--- src/rtl/t16_pkg.sv ---
package t16_pkg;
  // Register slots; the low address of slot i is BASE + 2*i.
  localparam int NUM_REGS = 4;
  localparam int IDX_CNT  = 0;
  localparam int IDX_CAP  = 1;
  localparam int IDX_CMP0 = 2;  // compare channels occupy consecutive slots
  localparam int NUM_CMP  = 2;
endpackage

--- src/rtl/t16_bus_bridge.sv ---
module t16_bus_bridge #(
  parameter int DATA_W = 8,
  parameter int ADDR_W = 8,
  parameter logic [ADDR_W-1:0] BASE = 'h84,
  parameter int NREG = 4
) (
  input  logic                         clk,
  input  logic                         rst,
  input  logic [ADDR_W-1:0]            addr,
  input  logic [DATA_W-1:0]            wdata,
  input  logic                         wr_en,
  input  logic                         rd_en,
  input  logic [NREG-1:0][2*DATA_W-1:0] reg_val,
  output logic [DATA_W-1:0]            rdata,
  output logic [NREG-1:0]              commit,
  output logic [2*DATA_W-1:0]          commit_val
);
  localparam int IDX_W = $clog2(NREG);
  localparam int SPAN  = 2 * NREG;

  logic [ADDR_W-1:0] off;
  logic              in_range;
  logic              hi_sel;
  logic [IDX_W-1:0]  idx;
  logic [DATA_W-1:0] hold_q;

  assign off      = addr - BASE;
  assign in_range = off < ADDR_W'(SPAN);
  assign hi_sel   = off[0];
  assign idx      = off[IDX_W:1];

  always_ff @(posedge clk) begin
    if (rst) begin
      hold_q <= '0;
      rdata  <= '0;
    end else begin
      if (rd_en) begin
        if (!in_range) begin
          rdata <= '0;
        end else if (hi_sel) begin
          rdata <= hold_q;
        end else begin
          rdata  <= reg_val[idx][DATA_W-1:0];
          hold_q <= reg_val[idx][2*DATA_W-1:DATA_W];
        end
      end
      if (wr_en && in_range && hi_sel) hold_q <= wdata;
    end
  end

  always_comb begin
    for (int i = 0; i < NREG; i++)
      commit[i] = wr_en && in_range && !hi_sel && (idx == IDX_W'(i));
  end
  assign commit_val = {hold_q, wdata};


  hi_read_chk: assert property (@(posedge clk) disable iff (rst)
    (rd_en && in_range && hi_sel) |=> (rdata == $past(hold_q)));


  out_of_window_chk: assert property (@(posedge clk) disable iff (rst)
    (rd_en && !in_range) |=> (rdata == '0));
endmodule

--- src/rtl/t16_counter.sv ---
module t16_counter #(
  parameter int CNT_W = 16
) (
  input  logic             clk,
  input  logic             rst,
  input  logic             tick_en,
  input  logic             wr,
  input  logic [CNT_W-1:0] wval,
  input  logic             top_en,
  input  logic [CNT_W-1:0] top_val,
  output logic [CNT_W-1:0] cnt,
  output logic             mask
);
  logic blk_q;
  logic top_hit;

  assign top_hit = top_en && (cnt == top_val);
  assign mask    = wr || blk_q;

  always_ff @(posedge clk) begin
    if (rst) begin
      cnt   <= '0;
      blk_q <= 1'b0;
    end else if (wr) begin
      cnt   <= wval;
      blk_q <= 1'b1;
    end else if (tick_en) begin
      blk_q <= 1'b0;
      cnt   <= top_hit ? '0 : cnt + 1'b1;
    end
  end


  idle_hold_chk: assert property (@(posedge clk) disable iff (rst)
    (!tick_en && !wr) |=> $stable(cnt));


  step_chk: assert property (@(posedge clk) disable iff (rst)
    (tick_en && !wr && !top_hit) |=> (cnt == CNT_W'($past(cnt) + 1'b1)));


  top_clear_chk: assert property (@(posedge clk) disable iff (rst)
    (tick_en && !wr && top_hit) |=> (cnt == '0));
endmodule

--- src/rtl/t16_compare.sv ---
module t16_compare #(
  parameter int CNT_W = 16
) (
  input  logic             clk,
  input  logic             rst,
  input  logic             tick_en,
  input  logic             mask,
  input  logic [CNT_W-1:0] cnt,
  input  logic             wr,
  input  logic [CNT_W-1:0] wval,
  output logic [CNT_W-1:0] ocr,
  output logic             irq,
  output logic             wave
);
  logic hit;

  assign hit = tick_en && !mask && (cnt == ocr);

  always_ff @(posedge clk) begin
    if (rst) begin
      ocr  <= '0;
      irq  <= 1'b0;
      wave <= 1'b0;
    end else begin
      if (wr) ocr <= wval;
      irq <= hit;
      if (hit) wave <= ~wave;
    end
  end


  wave_irq_chk: assert property (@(posedge clk) disable iff (rst)
    irq == (wave != $past(wave)));


  no_tick_no_irq_chk: assert property (@(posedge clk) disable iff (rst)
    !tick_en |=> !irq);
endmodule

--- src/rtl/t16_capture.sv ---
module t16_capture #(
  parameter int CNT_W = 16
) (
  input  logic             clk,
  input  logic             rst,
  input  logic             pin,
  input  logic             alt,
  input  logic             sel,
  input  logic [CNT_W-1:0] cnt,
  input  logic             wr,
  input  logic [CNT_W-1:0] wval,
  output logic [CNT_W-1:0] cap,
  output logic             irq
);
  logic [1:0] sync1_q, sync2_q;
  logic       prev_q;
  logic       src;
  logic       rise;

  assign src  = sel ? sync2_q[1] : sync2_q[0];
  assign rise = src && !prev_q;

  always_ff @(posedge clk) begin
    if (rst) begin
      sync1_q <= '0;
      sync2_q <= '0;
      prev_q  <= 1'b0;
      irq     <= 1'b0;
      cap     <= '0;
    end else begin
      sync1_q <= {alt, pin};
      sync2_q <= sync1_q;
      prev_q  <= src;
      irq     <= rise;
      if (rise)    cap <= cnt;
      else if (wr) cap <= wval;
    end
  end


  cap_load_chk: assert property (@(posedge clk) disable iff (rst)
    irq |-> (cap == $past(cnt)));


  cap_quiet_chk: assert property (@(posedge clk) disable iff (rst)
    (!irq && !$past(wr)) |-> $stable(cap));
endmodule

--- src/rtl/t16_timer.sv ---
module t16_timer #(
  parameter int DATA_W = 8,
  parameter int ADDR_W = 8,
  parameter logic [ADDR_W-1:0] BASE = 'h84
) (
  input  logic              clk,
  input  logic              rst,
  input  logic [ADDR_W-1:0] addr,
  input  logic [DATA_W-1:0] wdata,
  input  logic              wr_en,
  input  logic              rd_en,
  output logic [DATA_W-1:0] rdata,
  input  logic              tick_en,
  input  logic              cap_pin,
  input  logic              cap_alt,
  input  logic              cap_src_sel,
  input  logic              top_from_cap,
  output logic [1:0]        cmp_irq,
  output logic              cap_irq,
  output logic [1:0]        wave_out
);
  import t16_pkg::*;
  localparam int CNT_W = 2 * DATA_W;

  logic [NUM_REGS-1:0][CNT_W-1:0] reg_val;
  logic [NUM_REGS-1:0]            commit;
  logic [CNT_W-1:0]               commit_val;
  logic [CNT_W-1:0]               cnt, cap;
  logic                           mask;

  t16_bus_bridge #(.DATA_W(DATA_W), .ADDR_W(ADDR_W), .BASE(BASE), .NREG(NUM_REGS)) u_bridge (
    .clk(clk), .rst(rst), .addr(addr), .wdata(wdata), .wr_en(wr_en), .rd_en(rd_en),
    .reg_val(reg_val), .rdata(rdata), .commit(commit), .commit_val(commit_val)
  );

  t16_counter #(.CNT_W(CNT_W)) u_counter (
    .clk(clk), .rst(rst), .tick_en(tick_en), .wr(commit[IDX_CNT]), .wval(commit_val),
    .top_en(top_from_cap), .top_val(cap), .cnt(cnt), .mask(mask)
  );

  t16_capture #(.CNT_W(CNT_W)) u_capture (
    .clk(clk), .rst(rst), .pin(cap_pin), .alt(cap_alt), .sel(cap_src_sel), .cnt(cnt),
    .wr(commit[IDX_CAP]), .wval(commit_val), .cap(cap), .irq(cap_irq)
  );

  assign reg_val[IDX_CNT] = cnt;
  assign reg_val[IDX_CAP] = cap;

  for (genvar k = 0; k < NUM_CMP; k++) begin : g_cmp
    logic [CNT_W-1:0] ocr;
    t16_compare #(.CNT_W(CNT_W)) u_cmp (
      .clk(clk), .rst(rst), .tick_en(tick_en), .mask(mask), .cnt(cnt),
      .wr(commit[IDX_CMP0+k]), .wval(commit_val), .ocr(ocr),
      .irq(cmp_irq[k]), .wave(wave_out[k])
    );
    assign reg_val[IDX_CMP0+k] = ocr;
  end


  cnt_write_block_chk: assert property (@(posedge clk) disable iff (rst)
    commit[IDX_CNT] |=> (cmp_irq == '0));


  hi_write_only_hold_chk: assert property (@(posedge clk) disable iff (rst)
    (wr_en && !(|commit)) |=> ($stable(cnt) || $past(tick_en)));
endmodule

--- config.mk ---
export PLATFORM = sky130hd
export DESIGN_NAME = t16_timer
export DESIGN_NICKNAME = d
export VERILOG_FILES = /design/src/rtl/t16_pkg.sv /design/src/rtl/t16_bus_bridge.sv /design/src/rtl/t16_counter.sv /design/src/rtl/t16_compare.sv /design/src/rtl/t16_capture.sv /design/src/rtl/t16_timer.sv
export SDC_FILE = /design/constraint.sdc
export NUM_CORES = 1
export LEC_CHECK = 0
export BUFFER_PORTS_ARGS = -buffer_cell sky130_fd_sc_hd__buf_4
export CORE_ASPECT_RATIO = 0.9
export CORE_UTILIZATION = 32
export CTS_BUF_LIST = sky130_fd_sc_hd__clkbuf_8
export DETAILED_ROUTE_END_ITERATION = 6
export GPL_ROUTABILITY_DRIVEN = 0
export PLACE_DENSITY = 0.44
export SETUP_SLACK_MARGIN = 0.3
export SYNTH_ARGS = -nofsm -noshare
export SYNTH_HDL_FRONTEND = slang
export SYNTH_SLANG_ARGS = --single-unit
--- constraint.sdc ---
create_clock -name clk -period 3.4 [get_ports clk]
set_clock_uncertainty 0.2 [all_clocks]
set_input_delay 0.34 -clock clk [delete_from_list [all_inputs] [get_ports clk]]
set_output_delay 0.34 -clock clk [all_outputs]
set_load 0.02 [all_outputs]
# Word level (Yosys, flattened, before mapping)
# Cells that the tools add are included.
[totals]
ff_bits = 91
inputBits = 25
out_inout_bits = 13
word_cells = 66
[op_classes]
addsub = 2
n_lt_le_gt_ge = 2
n_eq_ne = 7
mux = 16
bitwise = 2
n_reduce_logical = 22
[ops]
columns = ["operator", "count"]
rows = [
  ["16-bit two-way mux", 6],
  ["16-bit == test", 3],
  ["8-bit two-way mux", 6],
  ["16-bit binary-select mux with 2-bit select", 1],
  ["16-bit by 1-bit adder with 16-bit output, second input constant", 1],
  ["1-bit logical AND", 12],
  ["8-bit by 4-bit < comparator with 1-bit output, second input constant", 1],
  ["2-bit nonzero test", 4],
  ["8-bit subtractor, second input constant", 1],
  ["2-bit == test, second input constant", 2],
  ["1-bit logical NOT", 3],
  ["2-bit by 3-bit < comparator with 1-bit output, second input constant", 1],
  ["1-bit two-way mux", 3],
  ["3-bit AND reduction", 1],
  ["2-bit by 1-bit == test with 1-bit output, second input constant", 1],
  ["2-bit logical NOT", 1],
  ["2-bit inequality test, second input constant", 1],
  ["1-bit inverter", 2],
  ["1-bit logical OR", 1],
]

# Longest topological paths before layout
# Gate-level depths: netlist of the first run.
[depth]
word_depth = 9
depth_mapped = 9
mapped_depth_nobuf = 8

# Hierarchy
# Synthesis of the first run repeated with hierarchy kept, for this count alone.
[hier_totals]
cells_unflattened = 532
hier_area_um2 = 5232.5
[modules_own_cells]
columns = ["mod", "n_inst", "cells_each", "area_each_um2", "seq_area_each_um2"]
rows = [
  ["t16_compare", 2, 82, 827.0, 360.3],
  ["t16_bus_bridge", 1, 138, 1405.1, 320.3],
  ["t16_counter", 1, 143, 1219.9, 340.3],
  ["t16_capture", 1, 87, 953.4, 440.4],
]

# Least setup slack after synthesis of the first run
# OpenSTA, ideal clock, no wires.
[synth_path]
kind = "input -> register"
startpoint = "input addr[2]"
endpoint = "register g_cmp[0].u_cmp.ocr[6]"
setup_ns = 0.128
arrival_ns = 1.898
required_ns = 3.072
path_slack_ns = 1.174
stages = 9
n_path_buf = 1
path_cell_list = "inv_1 -> ha_1 -> xor2_1 -> nor3_4 -> nand3_2 -> nor3_4 -> buf_6 -> mux2i_1 -> nor2_1"
[synth_via]
elab_chain_cells = 5
elab_cells_between_ends = 6
classes_between = "1 x add/sub; 1 x order compare; 1 x eq/ne; 3 x reduce/logical"
[synth_lines]
columns = ["element", "line_no", "source"]
rows = [
  ["start, declared", "t16_timer.sv:8", "input logic [ADDR_W-1:0] addr,"],
  ["8-bit subtractor *", "t16_bus_bridge.sv:27", "assign off = addr - BASE;"],
  ["8-bit by 4-bit < comparator with 1-bit output", "t16_bus_bridge.sv:28", "assign in_range = off < ADDR_W'(SPAN);"],
  ["1-bit logical AND (2 in series)", "t16_bus_bridge.sv:53", "commit[i] = wr_en && in_range && !hi_sel && (idx == IDX_W'(i));"],
  ["1-bit logical AND *", "t16_bus_bridge.sv:53", ""],
  ["end signal, assigned", "t16_compare.sv:25", "if (wr) ocr <= wval;"],
  ["end, declared", "t16_compare.sv:11", "output logic [CNT_W-1:0] ocr,"],
]
# Mark *: on every way between the ends. The rest lies on a longest branch, timed or not.
# A chain may end at the register's enable or synchronous reset.

# Worst setup path in the final report of the first run
[layout_path]
startpoint = "input addr[2]"
endpoint = "register u_bridge.hold_q[4]"
[layout_via]
elab_chain_cells = 7
elab_cells_between_ends = 14
classes_between = "1 x add/sub; 1 x order compare; 1 x eq/ne; 6 x mux; 5 x reduce/logical"
[layout_lines]
columns = ["element", "line_no", "source"]
rows = [
  ["8-bit subtractor *", "t16_bus_bridge.sv:27", ""],
  ["branches (longest 6 deep; another with 8-bit by 4-bit < comparator with 1-bit output)", "-", ""],
  ["end signal, assigned", "t16_bus_bridge.sv:44", "hold_q <= reg_val[idx][2*DATA_W-1:DATA_W];"],
  ["end signal, assigned", "t16_bus_bridge.sv:47", "if (wr_en && in_range && hi_sel) hold_q <= wdata;"],
  ["end, declared", "t16_bus_bridge.sv:25", "logic [DATA_W-1:0] hold_q;"],
]
# Every way passes the cells marked *. The select of a mux whose other input is x is not followed.

==> impl_metrics.yaml, run 1 <==
route:
  vias_per_cell: 5.25
  drc: 0
  drtIter0Drc: 284
  via_count: 3924
  drt_pass1_iterations: 4
  drt_wl_total_um: 14700
  drtAntennaViolNets: 0
  wl_per_cell_um: 19.7
timing:
  finalHoldViolCount: 0
  period_needed_ps: 2570
  finalSetupViolations: 0
  fmax_ghz: 0.390
  slew_headroom: 0.481
  rsz0062_at_grt: "false"
  worst_slew_pin_slew_ps: 778
  hold_ws_ps: 46.4
  fin_tns_setup_ps: 0
  slew_violations: 0
  post-route-period-util: 0.755
pwr:
  netSwitchingPower_mw: 0.574
  power_mw: 2.20
  combinationalPowerShare: 0.110
  switching_share: 0.262
  p_per_area_nw_per_um2: 398
  p_int_mw: 1.62
  leakagePower_nw: 1.87
  clkPwrFrac: 0.379
  seq_power_share: 0.511
  vdd_drop_max_v: 0.000168
worst_setup_path:
  endpoint_kind: "flop"
  cp-start-kind: "input port"
  slowest_delay_ps: 600
  worstPathMaxFanout: 21
  arrival_ps: 2680
  cp_slowest_cell: "nand4_1"
  crit_required_ps: 3510
  worstPathCellList: "buf_4 -> inv_1 -> ha_1 -> xor2_1 -> nor3_4 -> nand4_1 -> nand2_1 -> nor2_1 -> nor3_1"
  cp.buffers_inverters: 2
  critPathTopFamily: "simple AND/OR/NAND/NOR gates"
  path_class: "in -> reg"
logic_synthesis:
  syn_nets: 566
  ys_seq_area_frac: 0.368
  synth_xor_area_frac: 0.111
  netlist_area_um2: 4950
  synth_compound_area_frac: 0.106
  ys_top_cells_by_area: "dfxtp_1 (37%), mux2i_1 (8.9%), xnor2_1 (8.1%)"
  ys_ff_latch: 91
  synthSimpleGateAreaFrac: 0.193
  postSynthAreaPerCell_um2: 9.18
  synth_top_area_cell: "dfxtp_1"
  synth_top_family_by_area: "simple AND/OR/NAND/NOR gates"
  synth_top_area_share: 0.368
  yosysWarnings: 0
  synth_fa_ha_area_frac: 0.00506
  yosys-mux-area-fraction: 0.162
  ys_types: 43
  syn_inst: 539
global_route:
  gr-total-overflow: 0
  grtUsageTotal: 0.197
  grt_pass1_vias: 3768
  antenna_found_initial: 0
  grt_max_degree: 57
  grt_pass1_wl_um: 23200
clock_network:
  insertion_delay_ps: 390
  clock_path_buffers: 2
  cts_num_sinks: 91
  post_cts_resized: 0
  cts_tree: "built"
  htree_num_levels: 3
  cts-root-buf: "clkbuf_8"
  cts_inserted_buffers: 9
  cts.clk_slew.worst_paths_ps: 90
cells_and_area:
  area_delta_synth_final_pct: 11.5
  diodes: 0
  mostFrequentLayoutCell: "dfxtp_1"
  fin_util: 0.370
  fin_area_um2: 5520
  drive_above_1_share: 0.151
  layout_common_cells: "dfxtp_1 (91), nor2_1 (59), xnor2_1 (46)"
  finish.net_count: 573
place:
  dp_hpwl_um: 10600
  placed_area_um2: 5280
  io_buffer_count: 37
outcome:
  outcome: "complete, no violations"
floorplan:
  rows: 42
  die-area_um2: 16000
  start_util: 0.331
  coreArea_um2: 14900
  die_h_um: 120
  die_w_um: 133
  pin_count: 38
worst_hold_path:
  hold_path.class: "in -> reg"
job:
  cap_violations: 0
-- synthesized netlist by cell type --
cell type,count
nor2b_1,5
ha_1,2
a311oi_1,2
nand4b_1,4
buf_2,23
nand3b_1,4
buf_4,6
nand2_1,44
xnor2_2,1
xnor2_1,46
clkbuf_1,21
nand4_1,20
nor3b_1,10
buf_6,1
mux2i_1,44
o221ai_1,1
a2bb2oi_1,8
a22oi_1,2
nor3b_4,1
nor3_4,2
nand3_1,12
nor2_2,1
a211oi_1,19
nor3_2,1
dfxtp_1,91
o21ai_0,3
a41o_1,1
mux4_2,16
clkinv_1,1
a21oi_1,32
and4_1,1
and2_1,2
and3_1,5
nor2_1,59
o22ai_1,9
nand2b_1,2
nor4_1,5
a41oi_1,1
inv_1,5
xor2_1,15
a31oi_1,3
nor3_1,7
nand3_2,1
-- cells by family after synthesis --
logic type,Yosys count
buf+inv,57
compound gates,81
mux,60
fa+ha+maj,2
simple gates,186
flops,91
xor+xnor,62
-- routing by layer --
| layer | GRT usage | vias to the layer above | part of all wire |
|---|---|---|---|
| li1 | - | 1921 | - |
| met1 | 0.278 | 1899 | 0.49 |
| met2 | 0.298 | 90 | 0.44 |
| met3 | 0.0477 | 14 | 0.052 |
| met4 | 0.0503 | 0 | 0.014 |
| met5 | 0 | - | 0 |
-- registers in the layout (all words and copies together), names as in the netlist --
signal and flops:
g_cmp.u_cmp.ocr 32, u_capture.cap 16, u_counter.cnt 16, u_bridge.hold_q 8, u_bridge.rdata 8, g_cmp.u_cmp.irq 2
g_cmp.u_cmp.wave 2, u_capture.sync1_q 2, u_capture.sync2_q 2, u_capture.irq 1, u_capture.prev_q 1, u_counter.blk_q 1
-- power by group through the flow --
| stage | logic [mW] | clock network [mW] | registers, mW |
|---|---|---|---|
| after floorplan | 0.176 | 0 | 1.13 |
| after global placement | 0.241 | 0 | 1.15 |
| after detailed placement | 0.242 | 0 | 1.15 |
| after CTS | 0.244 | 0.864 | 1.12 |
| after global routing | 0.263 | 0.893 | 1.13 |
| final | 0.242 | 0.832 | 1.12 |
-- through the flow --
step	cells	setup WS (ps)
finish	748	834
floorplan	539	1170
global route	748	668
detailed placement	731	379
CTS	748	836
global placement	731	426
-- tightest hold or removal path, cell delays in order --
cell and delay [ps]:
buf_4 140, nand2_1 60, a21oi_1 50
-- final timing paths --
check / slack [ps] / to / from / cells after the start
hold reg to reg: 250 / u_capture.sync2_q[0] / u_capture.sync1_q[0] / 1
setup reg to reg: 1030 / u_counter.cnt[10] / u_counter.cnt[1] / 7
hold / removal: 50 / g_cmp[1].u_cmp.ocr[2] / wdata[2] / 3
setup / recovery: 830 / u_bridge.hold_q[4] / addr[2] / 9
-- final cells by class --
class / instances / area [um2]
Clock buffer: 10 / 138
Clock inverter: 5 / 77.6
Fill cell: 1566 / 9410
Inverter: 6 / 22.5
Multi-Input combinational cell: 391 / 2850
Sequential cell: 91 / 1820
Tap cell: 198 / 248
Timing Repair Buffer: 47 / 358
-- what timing repair did --
| item | 4_1_cts | 5_1_grt |
|---|---|---|
| setup buffers | 0 | 0 |
| hold buffers | 2 | 0 |
| setup endpoints to repair | 0 | 0 |
| endpoints found under the hold margin | 2 | 0 |
No activity file was read; power rests on OpenSTA's default activity.
==> run 2: changes to the inputs <==
- clock period: 3.4 -> 2.4 ns (I/O delays scaled with it)
==> impl_metrics.yaml, run 2 (synthesized netlist as in run 1, its figures left out) <==
floorplan:
  pin_count: 38
  coreArea_um2: 14900
  die_h_um: 120
  die_w_um: 133
  die-area_um2: 16000
  start_util: 0.331
  rows: 42
worst_setup_path:
  path_class: "reg -> reg"
  crit_required_ps: 2460
  arrival_ps: 2070
  endpoint_kind: "flop"
  r2r-end: "g_cmp[0].u_cmp.wave"
  cp-start-kind: "flop"
  reg2regPathDepth: 8
  worstPathMaxFanout: 4
  r2r_slack_ps: 390
  r2r_start: "u_counter.cnt[1]"
cells_and_area:
  fin_area_um2: 5870
  drive_above_1_share: 0.212
  mostFrequentLayoutCell: "dfxtp_1"
  area_delta_synth_final_pct: 18.7
  diodes: 0
  largest_reg_flops: 32
  regMostFlops: "g_cmp.u_cmp.ocr"
  layout_common_cells: "dfxtp_1 (76), nor2_1 (58), buf_4 (56)"
  reg_top3: "g_cmp.u_cmp.ocr x32, u_capture.cap x16, u_counter.cnt x16"
  finish.net_count: 602
route:
  drt_wl_total_um: 15400
  drc: 0
  wl_per_cell_um: 19.8
  vias_per_cell: 5.33
  drtIter0Drc: 281
  drt_pass1_iterations: 5
  via_count: 4143
  drtAntennaViolNets: 0
global_route:
  grt_pass1_wl_um: 24200
  grt_pass1_vias: 3996
  grtUsageTotal: 0.205
  antenna_found_initial: 0
  grt_max_degree: 43
  gr-total-overflow: 0
pwr:
  p_int_mw: 2.18
  combinationalPowerShare: 0.137
  leakagePower_nw: 2.03
  vdd_drop_max_v: 0.000252
  seq_power_share: 0.525
  clkPwrFrac: 0.338
  switching_share: 0.274
  netSwitchingPower_mw: 0.821
  p_per_area_nw_per_um2: 511
worst_hold_path:
  hold_path.class: "in -> reg"
  min_to: "u_counter.cnt[7]"
  min_from: "tick_en"
  whs_path_depth: 3
timing:
  slew_violations: 0
  period_needed_ps: 2010
  finalHoldViolCount: 0
  fin_tns_setup_ps: 0
  rsz0062_at_grt: "true"
  finalSetupViolations: 0
  worst_slew_pin_slew_ps: 469
  post-route-period-util: 0.839
  hold_ws_ps: 94.0
  fmax_ghz: 0.497
  slew_headroom: 0.687
clock_network:
  cts_num_sinks: 91
  cts_tree: "built"
  cts.clk_slew.worst_paths_ps: 80
  htree_num_levels: 3
  cts-root-buf: "clkbuf_8"
  clock_path_buffers: 2
  cts_inserted_buffers: 9
  post_cts_buffers: 0
  insertion_delay_ps: 390
place:
  placed_area_um2: 5480
  io_buffer_count: 37
  dp_hpwl_um: 10700
job:
  cap_violations: 0
outcome:
  outcome: "complete, no violations"
==> run 2: cell count changes in the layout (fill, tap and decap cells not counted), sizes merged <==
cell | before | now
bufinv | 2 | 0
dlygate4sd3 | 2 | 14
clkinv | 3 | 1
buf | 45 | 62
inv | 5 | 7
clkbuf | 10 | 12
==> run 2: what timing repair did <==
item                                   CTS  global route
cloned                                   0             0
setup endpoints to repair                3            12
endpoints found under the hold margin   28             0
resized for setup                       10            14
hold buffers                            14             0
pin swaps                                1             2
==> run 2: how the worst max path moves through the flow <==
stage | startpoint | end
floorplan | addr[2] | g_cmp[0].u_cmp.ocr[6]
global placement | u_counter.cnt[7] | g_cmp[0].u_cmp.wave
detailed placement | addr[2] | u_capture.cap[7]
CTS | u_counter.cnt[6] | g_cmp[1].u_cmp.wave
global route | u_counter.cnt[1] | g_cmp[1].u_cmp.wave
finish | u_counter.cnt[1] | g_cmp[0].u_cmp.wave
==> run 2: layer usage <==
metal  track usage  vias to the layer above  wire [um]
met1         0.278                     2041       7170
met5             0                        -          0
met2         0.324                      102       7210
met4        0.0647                        0        216
li1              -                     1984          -
met3        0.0444                       16        804
==> run 2: critical path, cell delays in order, from the launching register on <==
cell	delay [ps]
dfxtp_1	320
buf_4	160
xnor2_2	190
nand4_1	140
nor4_2	360
buf_4	170
nand4b_1	140
xor2_1	160
nor2_1	50
==> run 2: layout make-up <==
cell class,count,area (um2)
flip-flops and latches,91,1840
well taps,198,248
clock inverters,3,15.0
fillers,1549,9050
inverters,6,22.5
clock buffers,12,165
repair buffers,76,672
multi-input cells,391,2910
==> run 2: power groups by stage <==
| stage | Sequential, mW | Clock [mW] | Combinational [mW] |
|---|---|---|---|
| CTS | 1.57 | 1.05 | 0.411 |
| global placement | 1.61 | 0 | 0.385 |
| finish | 1.57 | 1.01 | 0.412 |
| global route | 1.58 | 1.11 | 0.445 |
| detailed placement | 1.61 | 0 | 0.389 |
| floorplan | 1.60 | 0 | 0.250 |
==> run 2: through the flow <==
step | power (mW) | utilization | worst slack (ps) | std cells
6_report | 3.00 | 0.393 | 387 | 777
5_1_grt | 3.13 | 0.393 | 233 | 777
4_1_cts | 3.03 | 0.391 | 302 | 777
3_5_place_dp | 2.00 | 0.367 | 117 | 748
3_3_place_gp | 1.99 | 0.367 | 167 | 748
2_1_floorplan | 1.85 | - | 321 | 539
